===== config.mk =====
export PLATFORM = sky130hd
export DESIGN_NAME = cfg_seq
export DESIGN_NICKNAME = d
export VERILOG_FILES = /design/src/rtl/cfg_seq_pkg.sv /design/src/rtl/cfg_sync.sv /design/src/rtl/cfg_crc.sv /design/src/rtl/cfg_seq.sv
export SDC_FILE = /design/constraint.sdc
export NUM_CORES = 1
export LEC_CHECK = 0
export BUFFER_PORTS_ARGS = -buffer_cell sky130_fd_sc_hd__buf_2
export CORE_ASPECT_RATIO = 0.8
export CORE_MARGIN = 3
export CORE_UTILIZATION = 40
export DETAILED_ROUTE_END_ITERATION = 10
export GPL_TIMING_DRIVEN = 0
export PLACE_DENSITY = 0.68
export REMOVE_ABC_BUFFERS = 1
export SLEW_MARGIN = 25
export SYNTH_ARGS = -nofsm -noshare
export SYNTH_HDL_FRONTEND = slang
export SYNTH_SLANG_ARGS = --single-unit
export TNS_END_PERCENT = 20

===== constraint.sdc =====
create_clock -name clk -period 2.42 [get_ports clk]
set_input_delay 0.363 -clock clk [delete_from_list [all_inputs] [get_ports clk]]
set_output_delay 0.363 -clock clk [all_outputs]
set_load 0.01 [all_outputs]

===== src/rtl/cfg_seq_pkg.sv =====
package cfg_seq_pkg;

  localparam int WORD_W = 32;
  localparam int CRC_W  = 16;
  localparam int MODE_W = 3;

  typedef enum logic [3:0] {
    ST_PWR,
    ST_CLR,
    ST_PROG_HOLD,
    ST_INIT_HOLD,
    ST_LOAD,
    ST_CHECK,
    ST_SU_DONE,
    ST_SU_IO,
    ST_USER,
    ST_FAIL
  } cfg_state_e;

  // Serial CRC step, one word, most significant bit first.
  function automatic logic [CRC_W-1:0] crc_word(
    input logic [CRC_W-1:0]  cur,
    input logic [WORD_W-1:0] data,
    input logic [CRC_W-1:0]  poly
  );
    logic [CRC_W-1:0] c;
    logic             fb;
    c = cur;
    for (int i = WORD_W - 1; i >= 0; i--) begin
      fb = c[CRC_W-1] ^ data[i];
      c  = {c[CRC_W-2:0], 1'b0} ^ (fb ? poly : '0);
    end
    return c;
  endfunction

endpackage


===== src/rtl/cfg_sync.sv =====
module cfg_sync #(
  parameter int   STAGES  = 2,
  parameter logic RST_VAL = 1'b1
) (
  input  logic clk,
  input  logic rst_n,
  input  logic d,
  output logic q
);
  logic [STAGES-1:0] chain;

  always_ff @(posedge clk or negedge rst_n) begin
    if (!rst_n) chain <= {STAGES{RST_VAL}};
    else        chain <= {chain[STAGES-2:0], d};
  end

  assign q = chain[STAGES-1];
endmodule


===== src/rtl/cfg_crc.sv =====
module cfg_crc
  import cfg_seq_pkg::*;
#(
  parameter logic [CRC_W-1:0] POLY = 16'h8005
) (
  input  logic              clk,
  input  logic              rst_n,
  input  logic              clr,
  input  logic              upd,
  input  logic [WORD_W-1:0] data,
  output logic [CRC_W-1:0]  crc
);
  always_ff @(posedge clk or negedge rst_n) begin
    if (!rst_n)   crc <= '0;
    else if (clr) crc <= '0;
    else if (upd) crc <= crc_word(crc, data, POLY);
  end

  AST_CRC_IDLE_STABLE: assert property (@(posedge clk) disable iff (!rst_n)
    (!clr && !upd) |=> $stable(crc));
  AST_CRC_CLR_ZERO: assert property (@(posedge clk) disable iff (!rst_n)
    clr |=> (crc == '0));
endmodule


===== src/rtl/cfg_seq.sv =====
module cfg_seq
  import cfg_seq_pkg::*;
#(
  parameter int               FRAMES     = 16,
  parameter int               CLR_CYCLES = 64,
  parameter logic [CRC_W-1:0] CRC_POLY   = 16'h8005
) (
  input  logic              clk,
  input  logic              rst_n,
  input  logic              core_pwr_ok,
  input  logic              io_pwr_ok,
  input  logic              prog_n,
  input  logic              init_in,
  input  logic [MODE_W-1:0] mode_pins,
  input  logic [WORD_W-1:0] frm_data,
  input  logic              frm_valid,
  output logic              done_out,
  output logic              init_drive_low,
  output logic              mem_clr,
  output logic              io_en,
  output logic              gsr_release,
  output logic              crc_err,
  output logic [MODE_W-1:0] cfg_mode
);
  localparam int CNT_MAX = (CLR_CYCLES > FRAMES) ? CLR_CYCLES : FRAMES;
  localparam int CNT_W   = $clog2(CNT_MAX + 1);
  localparam logic [CNT_W-1:0] CLR_LAST = CNT_W'(CLR_CYCLES - 1);
  localparam logic [CNT_W-1:0] FRM_LAST = CNT_W'(FRAMES - 1);

  cfg_state_e       st, nxt;
  logic [CNT_W-1:0] cnt;
  logic             prog_s, prog_prev;
  logic [CRC_W-1:0] crc_val;

  // Named internal events
  logic prog_fall, restart, pwr_good, clear_last, load_word, load_last;
  logic check_word, crc_match, mode_take, crc_clr;

  cfg_sync #(.STAGES(2), .RST_VAL(1'b1)) u_prog_sync (
    .clk(clk), .rst_n(rst_n), .d(prog_n), .q(prog_s)
  );

  always_ff @(posedge clk or negedge rst_n) begin
    if (!rst_n) prog_prev <= 1'b1;
    else        prog_prev <= prog_s;
  end

  assign prog_fall  = prog_prev & ~prog_s;
  assign restart    = prog_fall && (st != ST_PWR);
  assign pwr_good   = core_pwr_ok && io_pwr_ok;
  assign clear_last = (st == ST_CLR) && (cnt == CLR_LAST);
  assign load_word  = (st == ST_LOAD) && frm_valid;
  assign load_last  = load_word && (cnt == FRM_LAST);
  assign check_word = (st == ST_CHECK) && frm_valid;
  assign crc_match  = (frm_data[CRC_W-1:0] == crc_val);
  assign mode_take  = (st == ST_INIT_HOLD) && init_in && !restart;
  assign crc_clr    = (st != ST_LOAD) && (st != ST_CHECK);

  always_comb begin
    nxt = st;
    unique case (st)
      ST_PWR:       if (pwr_good)   nxt = ST_CLR;
      ST_CLR:       if (clear_last) nxt = ST_PROG_HOLD;
      ST_PROG_HOLD: if (prog_s)     nxt = ST_INIT_HOLD;
      ST_INIT_HOLD: if (init_in)    nxt = ST_LOAD;
      ST_LOAD:      if (load_last)  nxt = ST_CHECK;
      ST_CHECK:     if (check_word) nxt = crc_match ? ST_SU_DONE : ST_FAIL;
      ST_SU_DONE:                   nxt = ST_SU_IO;
      ST_SU_IO:                     nxt = ST_USER;
      ST_USER:                      nxt = ST_USER;
      ST_FAIL:                      nxt = ST_FAIL;
      default:                      nxt = ST_PWR;
    endcase
    if (restart) nxt = ST_CLR;
  end

  always_ff @(posedge clk or negedge rst_n) begin
    if (!rst_n) st <= ST_PWR;
    else        st <= nxt;
  end

  // One counter serves the clear length and the frame count.
  always_ff @(posedge clk or negedge rst_n) begin
    if (!rst_n)                                 cnt <= '0;
    else if (restart || (st != nxt))            cnt <= '0;
    else if ((st == ST_CLR) || load_word)       cnt <= cnt + 1'b1;
  end

  always_ff @(posedge clk or negedge rst_n) begin
    if (!rst_n)         cfg_mode <= '0;
    else if (mode_take) cfg_mode <= mode_pins;
  end

  cfg_crc #(.POLY(CRC_POLY)) u_crc (
    .clk(clk), .rst_n(rst_n), .clr(crc_clr), .upd(load_word),
    .data(frm_data), .crc(crc_val)
  );

  assign done_out       = (st == ST_SU_DONE) || (st == ST_SU_IO) || (st == ST_USER);
  assign io_en          = (st == ST_SU_IO) || (st == ST_USER);
  assign gsr_release    = (st == ST_USER);
  assign mem_clr        = (st == ST_CLR);
  assign crc_err        = (st == ST_FAIL);
  assign init_drive_low = (st == ST_PWR) || (st == ST_CLR) ||
                          (st == ST_PROG_HOLD) || (st == ST_FAIL);

  AST_PWR_WAIT: assert property (@(posedge clk) disable iff (!rst_n)
    (st == ST_PWR && !pwr_good) |=> (st == ST_PWR));
  AST_CLR_RUN: assert property (@(posedge clk) disable iff (!rst_n)
    (st == ST_CLR && !clear_last && !restart) |=> mem_clr);
  AST_CLR_OUTS: assert property (@(posedge clk) disable iff (!rst_n)
    mem_clr |-> (init_drive_low && !done_out));
  AST_PROG_WAIT: assert property (@(posedge clk) disable iff (!rst_n)
    (st == ST_PROG_HOLD && !prog_s) |=> (st == ST_PROG_HOLD));
  AST_INIT_WAIT: assert property (@(posedge clk) disable iff (!rst_n)
    (st == ST_INIT_HOLD && !init_in && !restart) |=> (st == ST_INIT_HOLD));
  AST_MODE_HELD: assert property (@(posedge clk) disable iff (!rst_n)
    ((st == ST_LOAD || st == ST_CHECK) &&
     ($past(st) == ST_LOAD || $past(st) == ST_CHECK)) |-> $stable(cfg_mode));
  AST_IO_AFTER_DONE: assert property (@(posedge clk) disable iff (!rst_n)
    $rose(io_en) |-> $past(done_out));
  AST_GSR_AFTER_IO: assert property (@(posedge clk) disable iff (!rst_n)
    $rose(gsr_release) |-> $past(io_en));
  AST_FAIL_STICKY: assert property (@(posedge clk) disable iff (!rst_n)
    (crc_err && !restart) |=> (crc_err && init_drive_low && !done_out));
  AST_RESTART_CLEAR: assert property (@(posedge clk) disable iff (!rst_n)
    restart |=> (mem_clr && !done_out && !crc_err));
endmodule


==> results of run 1 <==
[cells by family after synthesis]
group	synth area share
muxes	0.0174
adders and majority gates	0.00496
xor gates and xnor gates	0.391
and+or+nand+nor	0.141
AOI/OAI and AO/OA	0.0987
buffers and inverters	0.0178
DFF	0.329
[power groups by stage]
stage,clock network (uW),logic (uW),registers (uW)
6_report,407,573,609
5_1_grt,440,625,612
4_1_cts,417,550,609
3_5_place_dp,0,518,619
3_3_place_gp,0,510,617
2_1_floorplan,0,402,612
[layout make-up]
cell class / count / share of cell area
Clock buffer: 7 / 0.0238
Clock inverter: 1 / 0.00156
Inverter: 6 / 0.00704
Multi-Input combinational cell: 210 / 0.563
Sequential cell: 33 / 0.261
Tap cell: 81 / 0.0317
Timing Repair Buffer: 65 / 0.113
[cell usage after synthesis, types with 2 or more instances]
cell type | number | area share
mux2_2 | 3 | 0.013
a21oi_1 | 4 | 0.0079
nor2b_1 | 2 | 0.0050
xnor2_1 | 50 | 0.17
dfstp_2 | 3 | 0.031
nand2_1 | 30 | 0.045
a211oi_1 | 3 | 0.0089
nor2_1 | 5 | 0.0074
nand4_1 | 3 | 0.0074
nor4_1 | 6 | 0.015
xor2_1 | 35 | 0.12
inv_1 | 6 | 0.0089
xnor3_1 | 9 | 0.080
a21o_1 | 2 | 0.0059
nor3_1 | 8 | 0.016
o21ai_0 | 17 | 0.034
clkbuf_1 | 6 | 0.0089
nor4b_1 | 3 | 0.010
dfrtp_1 | 30 | 0.30
nand3_1 | 4 | 0.0079
a22o_1 | 3 | 0.010
and2_1 | 2 | 0.0050
[layout by cell type, fill, tap and decap left out, types with 2 or more instances in the layout]
cell / netlist / final
dfrtp_2: 0 / 4
nor4b_2: 0 / 2
and2_1: 2 / 2
a22o_1: 3 / 3
dfrtp_1: 30 / 26
nor2_1: 5 / 5
nor4_1: 6 / 4
buf_2: 0 / 51
xnor2_2: 0 / 6
nand2_1: 30 / 30
xor2_2: 1 / 4
dfstp_2: 3 / 3
nand4_1: 3 / 3
clkbuf_8: 0 / 5
xnor3_1: 9 / 7
inv_1: 6 / 6
o21ai_0: 17 / 17
a21oi_1: 4 / 3
xnor3_2: 0 / 2
nor3_1: 8 / 8
xnor2_1: 50 / 44
nor2b_1: 2 / 2
nand3_1: 4 / 4
mux2_2: 3 / 3
a21o_1: 2 / 2
buf_4: 0 / 14
a211oi_1: 3 / 3
xor2_1: 35 / 31
clkbuf_1: 6 / 2
nor4_2: 0 / 2
[sequential cells by signal, summed over array words and instances, names as in the netlist]
signal / count
u_prog_sync.chain: 2
cnt: 7
prog_prev: 1
cfg_mode: 3
u_crc.crc: 16
st: 4
[what timing repair did]
item / in CTS / in global routing
pin swaps: 4 / 5
endpoints found under the setup margin: 10 / 10
buffers inserted: 4 / 9
hold buffers: 0 / 0
resized for setup: 10 / 16
hold endpoints to repair: 0 / 0
[critical path, cell delays in order, from the launching register on]
cell	delay (ns)
dfrtp_1	0.44
xnor2_2	0.23
xnor3_1	0.50
xnor2_1	0.23
xnor3_2	0.40
xor2_2	0.18
xor2_1	0.16
o21ai_1	0.07
[per-stage QoR]
stage	utilization	cells	setup TNS [ns]	hold WS (ns)	setup WS, ns
6_report	0.533	403	0	0.136	0.0691
5_1_grt	0.533	403	-0.226	0.165	-0.0425
3_5_place_dp	0.478	382	-2.24	0.351	-0.288
4_1_cts	0.503	394	0	0.165	0.00215
3_3_place_gp	0.475	380	-18.63	0.348	-1.18
2_1_floorplan	-	249	-0.219	0.0674	-0.0727
[final timing paths]
| kind | slack (ns) | depth (start not counted) | startpoint | end |
|---|---|---|---|---|
| worst min-delay path | 0.14 | 1 | rst_n | st[1] |
| min in group clk | 0.18 | 1 | prog_n | u_prog_sync.chain[0] |
| worst max-delay path | 0.07 | 7 | u_crc.crc[13] | u_crc.crc[15] |
| worst max register to register | 0.07 | 7 | u_crc.crc[13] | u_crc.crc[15] |
| max in group asynchronous | 1.76 | 1 | rst_n | st[0] |
| worst min register to register | 0.36 | 0 | u_prog_sync.chain[0] | u_prog_sync.chain[1] |
[metal layers]
layer / global-route usage / vias up / part of all wire
met4: 0.0562 / 0 / 0.013
li1: - / 1001 / -
met5: 0 / - / 0
met3: 0.0382 / 8 / 0.049
met2: 0.261 / 43 / 0.46
met1: 0.248 / 973 / 0.48
==> impl_metrics.ini, run 1 <==
[setup_path]
criticalPathCategory = flip-flop to flip-flop
cp.required_ns = 2.57
crit_fanout = 3
cp-end-kind = flip-flop
start_kind = flip-flop
cp_data_arrival_time_ns = 2.50

[final_layout]
regArea_um2 = 835
multi_input_area_um2 = 1800
n_antenna_cell = 0
final_area_um2 = 3200
syn_to_final_growth_pct = 26.8
nFillCells = 542
nets = 364
drive_above_1_share = 0.323

[pwr]
power.share.clock = 0.256
p_leak_uw = 0.00152
power_uw = 1590
power_frac_comb = 0.361
irDropWorstVdd_mv = 0.351
p_seq_frac = 0.383
power_switching_uw = 496
sw_frac_of_total = 0.312
cellInternalPower_uw = 1090
p_per_area_nw_per_um2 = 497

[floorplanning]
die_w_um = 94.8
die_area_um2 = 7300
design.core.area_um2 = 6010
num_rows = 25
pin_count = 51
start_util = 0.420
die_h_um = 77.0

[clocking]
cts_root_buf = clkbuf_8
clk_latency_ns = 0.29
cts_max_level = 2
cts.sinks = 33
numCtsBuffers = 5
cts_tree = built
clkTransAtPathRegs_ns = 0.08
clockBufferDepth = 2

[logic_synthesis]
netlist_area_um2 = 2520
syn_inst = 255
synth_edf_count = 0
synth-main-ff-cell = dfrtp_1
syn_avg_cell_area_um2 = 9.90
synthArstFlopShare = 1.00
ys_warn_count = 0
yosysSeqAreaShare = 0.329
yosys_register_bits = 33
synthDistinctLibCells = 43

[timing]
relSlewSlack = 0.477
max_freq_mhz = 425
final-hold-violation-count = 0
slew_viol_final = 0
period_share = 0.971
worst_pin_slew_ns = 0.780
finalCriticalPeriod_ns = 2.35
skew_ns = 0.0111
setup_viol = 0

[drt]
viasPerCell = 5.02
vias = 2025
drc = 0
ant_nets = 0
dr.pass1.iters = 4
drt-total-wl_mm = 6.26
routedWlPerCell_um = 15.5
drt_iter0_drc = 68

[global_route]
antenna_found_initial = 0
gr-total-overflow = 0
grt_usage = 0.174
grt_pass1_wl_mm = 9.86
grt_max_degree = 34
first_global_vias = 2033

[run_status]
outcome = finished, final reports clean

[place]
gp_congestion = 0.891
dp_hpwl_mm = 4.61
dpl-instance-area_um2 = 2870
io_buffers = 50

[job]
drv_cap = 0

[min_path]
hp-class = input pin to async pin
No activity file was read; power rests on OpenSTA's default activity.
==> run 2, diff against run 1 <==
- PLACE_DENSITY: 0.68 -> unset
==> impl_metrics.ini, run 2 (synthesis gave the netlist of run 1 again) <==
[run_status]
outcome = finished, final reports clean

[clocking]
clkTransAtPathRegs_ns = 0.08
clk_latency_ns = 0.29
cts.sinks = 33
cts_max_level = 2
clockBufferDepth = 2
numCtsBuffers = 5
cts_root_buf = clkbuf_8
cts_tree = built
holdBufCountCts = 0

[setup_path]
cp-end-kind = flip-flop
cp.required_ns = 2.58
crit_fanout = 2
reg2reg_from = u_crc.crc[7]
cp_data_arrival_time_ns = 2.47
criticalPathCategory = flip-flop to flip-flop
reg2reg_depth = 7
start_kind = flip-flop
r2r_slack_ns = 0.11
timing.rr.end = u_crc.crc[15]

[floorplanning]
die_w_um = 94.8
start_util = 0.420
die_h_um = 77.0
design.core.area_um2 = 6010
num_rows = 25
pin_count = 51
die_area_um2 = 7300

[pwr]
p_leak_uw = 0.00156
power_frac_comb = 0.384
power_switching_uw = 525
irDropWorstVdd_mv = 0.335
sw_frac_of_total = 0.313
p_per_area_nw_per_um2 = 511
power.share.clock = 0.252
power_uw = 1670
p_seq_frac = 0.364
cellInternalPower_uw = 1150

[drt]
drt-total-wl_mm = 6.34
ant_nets = 0
routedWlPerCell_um = 15.5
drc = 0
drt_iter0_drc = 76
viasPerCell = 5.03
dr.pass1.iters = 4
vias = 2057

[timing]
setup_ws_ns = 0.107
period_share = 0.956
slew_viol_final = 0
final-hold-violation-count = 0
rsz0062_at_grt = true
timing.hold.ws_ns = 0.151
finalCriticalPeriod_ns = 2.31
worst_pin_slew_ns = 0.776
setup_viol = 0
relSlewSlack = 0.483
max_freq_mhz = 432
skew_ns = 0.00426

[final_layout]
n_antenna_cell = 0
drive_above_1_share = 0.354
syn_to_final_growth_pct = 29.9
largest_reg_flops = 16
final_cell_mix = buf_2 (52), xnor2_1 (41), xor2_1 (31)
final_common_cell = buf_2
nets = 370
final_core_util = 0.546
stdcell_count = 409
top_regs = u_crc.crc x16, cnt x7, st x4
nFillCells = 562
regMostFlops = u_crc.crc

[global_route]
gr-total-overflow = 0
antenna_found_initial = 0
first_global_vias = 2020
grt_max_degree = 34
met2_usage = 0.265
use_met3 = 0.0314
grt_usage = 0.181
grt_busiest_layer = met1
grt_pass1_wl_mm = 10.3
met1_usage = 0.277

[place]
dp.cells = 383
dp_hpwl_mm = 4.71
gp_congestion = 0.814
io_buffers = 50
post-place-ws_ns = -0.264

[job]
drv_cap = 0

[min_path]
hp-class = input pin to async pin
[run 2: stage by stage]
stage	cell area (um^2)	setup TNS, ns
finish	3280	0
global route	3280	-0.0102
CTS	3060	0
detailed placement	2880	-1.63
global placement	2850	-21.38
floorplan	2500	-0.219
[run 2: area by class of cell]
| type | instances | area, um^2 | share of cell area |
|---|---|---|---|
| Timing Repair Buffer | 71 | 403 | 0.123 |
| Inverter | 6 | 22.5 | 0.00687 |
| Sequential cell | 33 | 836 | 0.255 |
| Multi-Input combinational cell | 210 | 1830 | 0.558 |
| Tap cell | 81 | 101 | 0.0309 |
| Clock buffer | 5 | 68.8 | 0.0210 |
| Clock inverter | 3 | 17.5 | 0.00534 |
[run 2: how the worst max path moves through the flow]
stage | from | endpoint | cells after the start
after global placement | st[2] | u_crc.crc[2] | 3
after floorplan | st[2] | u_crc.crc[13] | 3
after global routing | u_crc.crc[13] | u_crc.crc[1] | 7
after CTS | st[3] | cnt[1] | 7
after detailed placement | frm_data[22] | u_crc.crc[15] | 8
final | u_crc.crc[7] | u_crc.crc[15] | 7
[run 2: worst max-delay path, stage by stage (launching register included)]
cell and delay (ns):
dfrtp_1 0.36, xor3_1 0.44, xnor3_1 0.44, xnor3_1 0.25
xnor3_1 0.28, xor2_2 0.18, xor2_1 0.17, o21ai_1 0.07
[run 2: what timing repair did]
action | 4_1_cts | 5_1_grt
resized for setup | 12 | 19
setup endpoints to repair | 10 | 10
buffers inserted | 6 | 12
pin swaps | 4 | 7
[run 2: power by group through the flow]
stage          clock, uW  combinational (uW)  sequential (uW)
6_report             422                 643              610
5_1_grt              459                 708              613
4_1_cts              434                 600              608
3_5_place_dp           0                 520              618
3_3_place_gp           0                 511              617
2_1_floorplan          0                 402              612
[run 2: layer usage]
metal  up-vias  part of all wire  routed length [um]
li1       1014                 -                   -
met1       967              0.49                3080
met2        70              0.44                2820
met3         6             0.061                 384
met4         0            0.0096                  61
met5         -                 0                   0
==> run 3, diff against run 2 <==
- GPL_TIMING_DRIVEN: 0 -> unset
==> impl_metrics.ini, run 3 (synthesis gave the netlist of run 1 again) <==
[min_path]
hp-class = input pin to async pin

[timing]
skew_ns = 0.00609
setup_viol = 0
period_share = 0.984
max_freq_mhz = 420
tns_ns = 0
relSlewSlack = 0.476
timing.hold.ws_ns = 0.154
finalCriticalPeriod_ns = 2.38
setup_ws_ns = 0.0393
slew_viol_final = 0
worst_pin_slew_ns = 0.785
final-hold-violation-count = 0

[setup_path]
cp.required_ns = 2.61
cp_data_arrival_time_ns = 2.57
cp-end-kind = flip-flop
criticalPathCategory = flip-flop to flip-flop
start_kind = flip-flop
crit_fanout = 7

[clocking]
cts_tree = built
clockBufferDepth = 2
clkTransAtPathRegs_ns = 0.07
cts_root_buf = clkbuf_8
clk_latency_ns = 0.28
numCtsBuffers = 5
cts.sinks = 33
cts_max_level = 2

[final_layout]
final_common_cell = buf_2
top_regs = u_crc.crc x16, cnt x7, st x4
n_antenna_cell = 0
final_cell_mix = buf_2 (50), xnor2_1 (45), buf_4 (43)
largest_reg_flops = 16
nFillCells = 566
regMostFlops = u_crc.crc
nets = 392
drive_above_1_share = 0.363
final_core_util = 0.560
regArea_um2 = 832
syn_to_final_growth_pct = 33.2
multi_input_area_um2 = 1750
final_area_um2 = 3360

[floorplanning]
die_h_um = 77.0
pin_count = 51
design.core.area_um2 = 6010
num_rows = 25
die_area_um2 = 7300
start_util = 0.420
die_w_um = 94.8

[drt]
ant_nets = 0
dr.pass1.iters = 5
routedWlPerCell_um = 15.3
drt-total-wl_mm = 6.59
viasPerCell = 5.02
vias = 2164
drt_iter0_drc = 119
drc = 0

[pwr]
p_per_area_nw_per_um2 = 504
p_leak_uw = 0.00164
irDropWorstVdd_mv = 0.347

[global_route]
gr-total-overflow = 0
antenna_found_initial = 0
first_global_vias = 2132
grt_usage = 0.192
grt_pass1_wl_mm = 10.7
grt_max_degree = 34

[place]
dp_hpwl_mm = 5.10
gp_congestion = 0.822
io_buffers = 50
post-place-ws_ns = -0.111
dpl-instance-area_um2 = 3150

[run_status]
outcome = finished, final reports clean

[job]
drv_cap = 0
run 3: cell count changes in the layout (fill, tap and decap cells not counted), moves of 2 or more:
cell     previous run  this run
dfrtp_2             5         2
dfrtp_1            25        28
xnor2_1            41        45
buf_4              19        43
xnor2_2             8         5
xor2_1             31        33
buf_2              52        50
run 3: through the flow:
stage	std cells	power, uW
2_1_floorplan	249	1010
3_3_place_gp	419	1190
3_5_place_dp	419	1200
4_1_cts	429	1630
5_1_grt	431	1790
6_report	431	1690
run 3: report_power, final:
part           internal [uW]  switching, uW
clock network            199            205
registers                581           30.4
logic                    392            286
total                   1170            521
run 3: critical path, cell delays in order (launching register included):
cell     delay (ns)
dfrtp_1        0.42
buf_4          0.16
xor2_1         0.15
nor4_1         0.32
nand3_1        0.15
or2_2          0.35
a21oi_2        0.17
o22ai_1        0.10
buf_4          0.17
nor4b_2        0.29
run 3: final cells by class:
cell class | count | share of cell area
tap | 81 | 0.0301
multi-input combinational | 210 | 0.521
timing repair buffer | 93 | 0.170
clock buffer | 6 | 0.0216
inverter | 6 | 0.00670
clock inverter | 2 | 0.00298
sequential | 33 | 0.247
run 3: path summary, 6_finish.rpt:
check,start,endpoint,slack (ns),cells after the start
max in group asynchronous,rst_n,st[2],1.71,1
max,u_crc.crc[8],cnt[1],0.04,9
min reg2reg,u_prog_sync.chain[0],u_prog_sync.chain[1],0.36,0
min,rst_n,cnt[0],0.15,1
max reg2reg,u_crc.crc[8],cnt[1],0.04,9
min in group clk,prog_n,u_prog_sync.chain[0],0.17,1
run 3: timing repair:
action                                 4_1_cts  5_1_grt
resized for setup                            1       16
gates cloned                                 0        0
hold buffers                                 0        0
buffers inserted                             2        2
setup endpoints to repair                    2        9
pin swaps                                    4        6
endpoints found under the hold margin        0        0
run 3: per-layer routing:
layer	global-route usage	vias up	share of wire
met5	0	-	0
met4	0.0576	0	0.014
met3	0.0324	9	0.053
met2	0.285	57	0.44
met1	0.285	1038	0.49
li1	-	1060	-
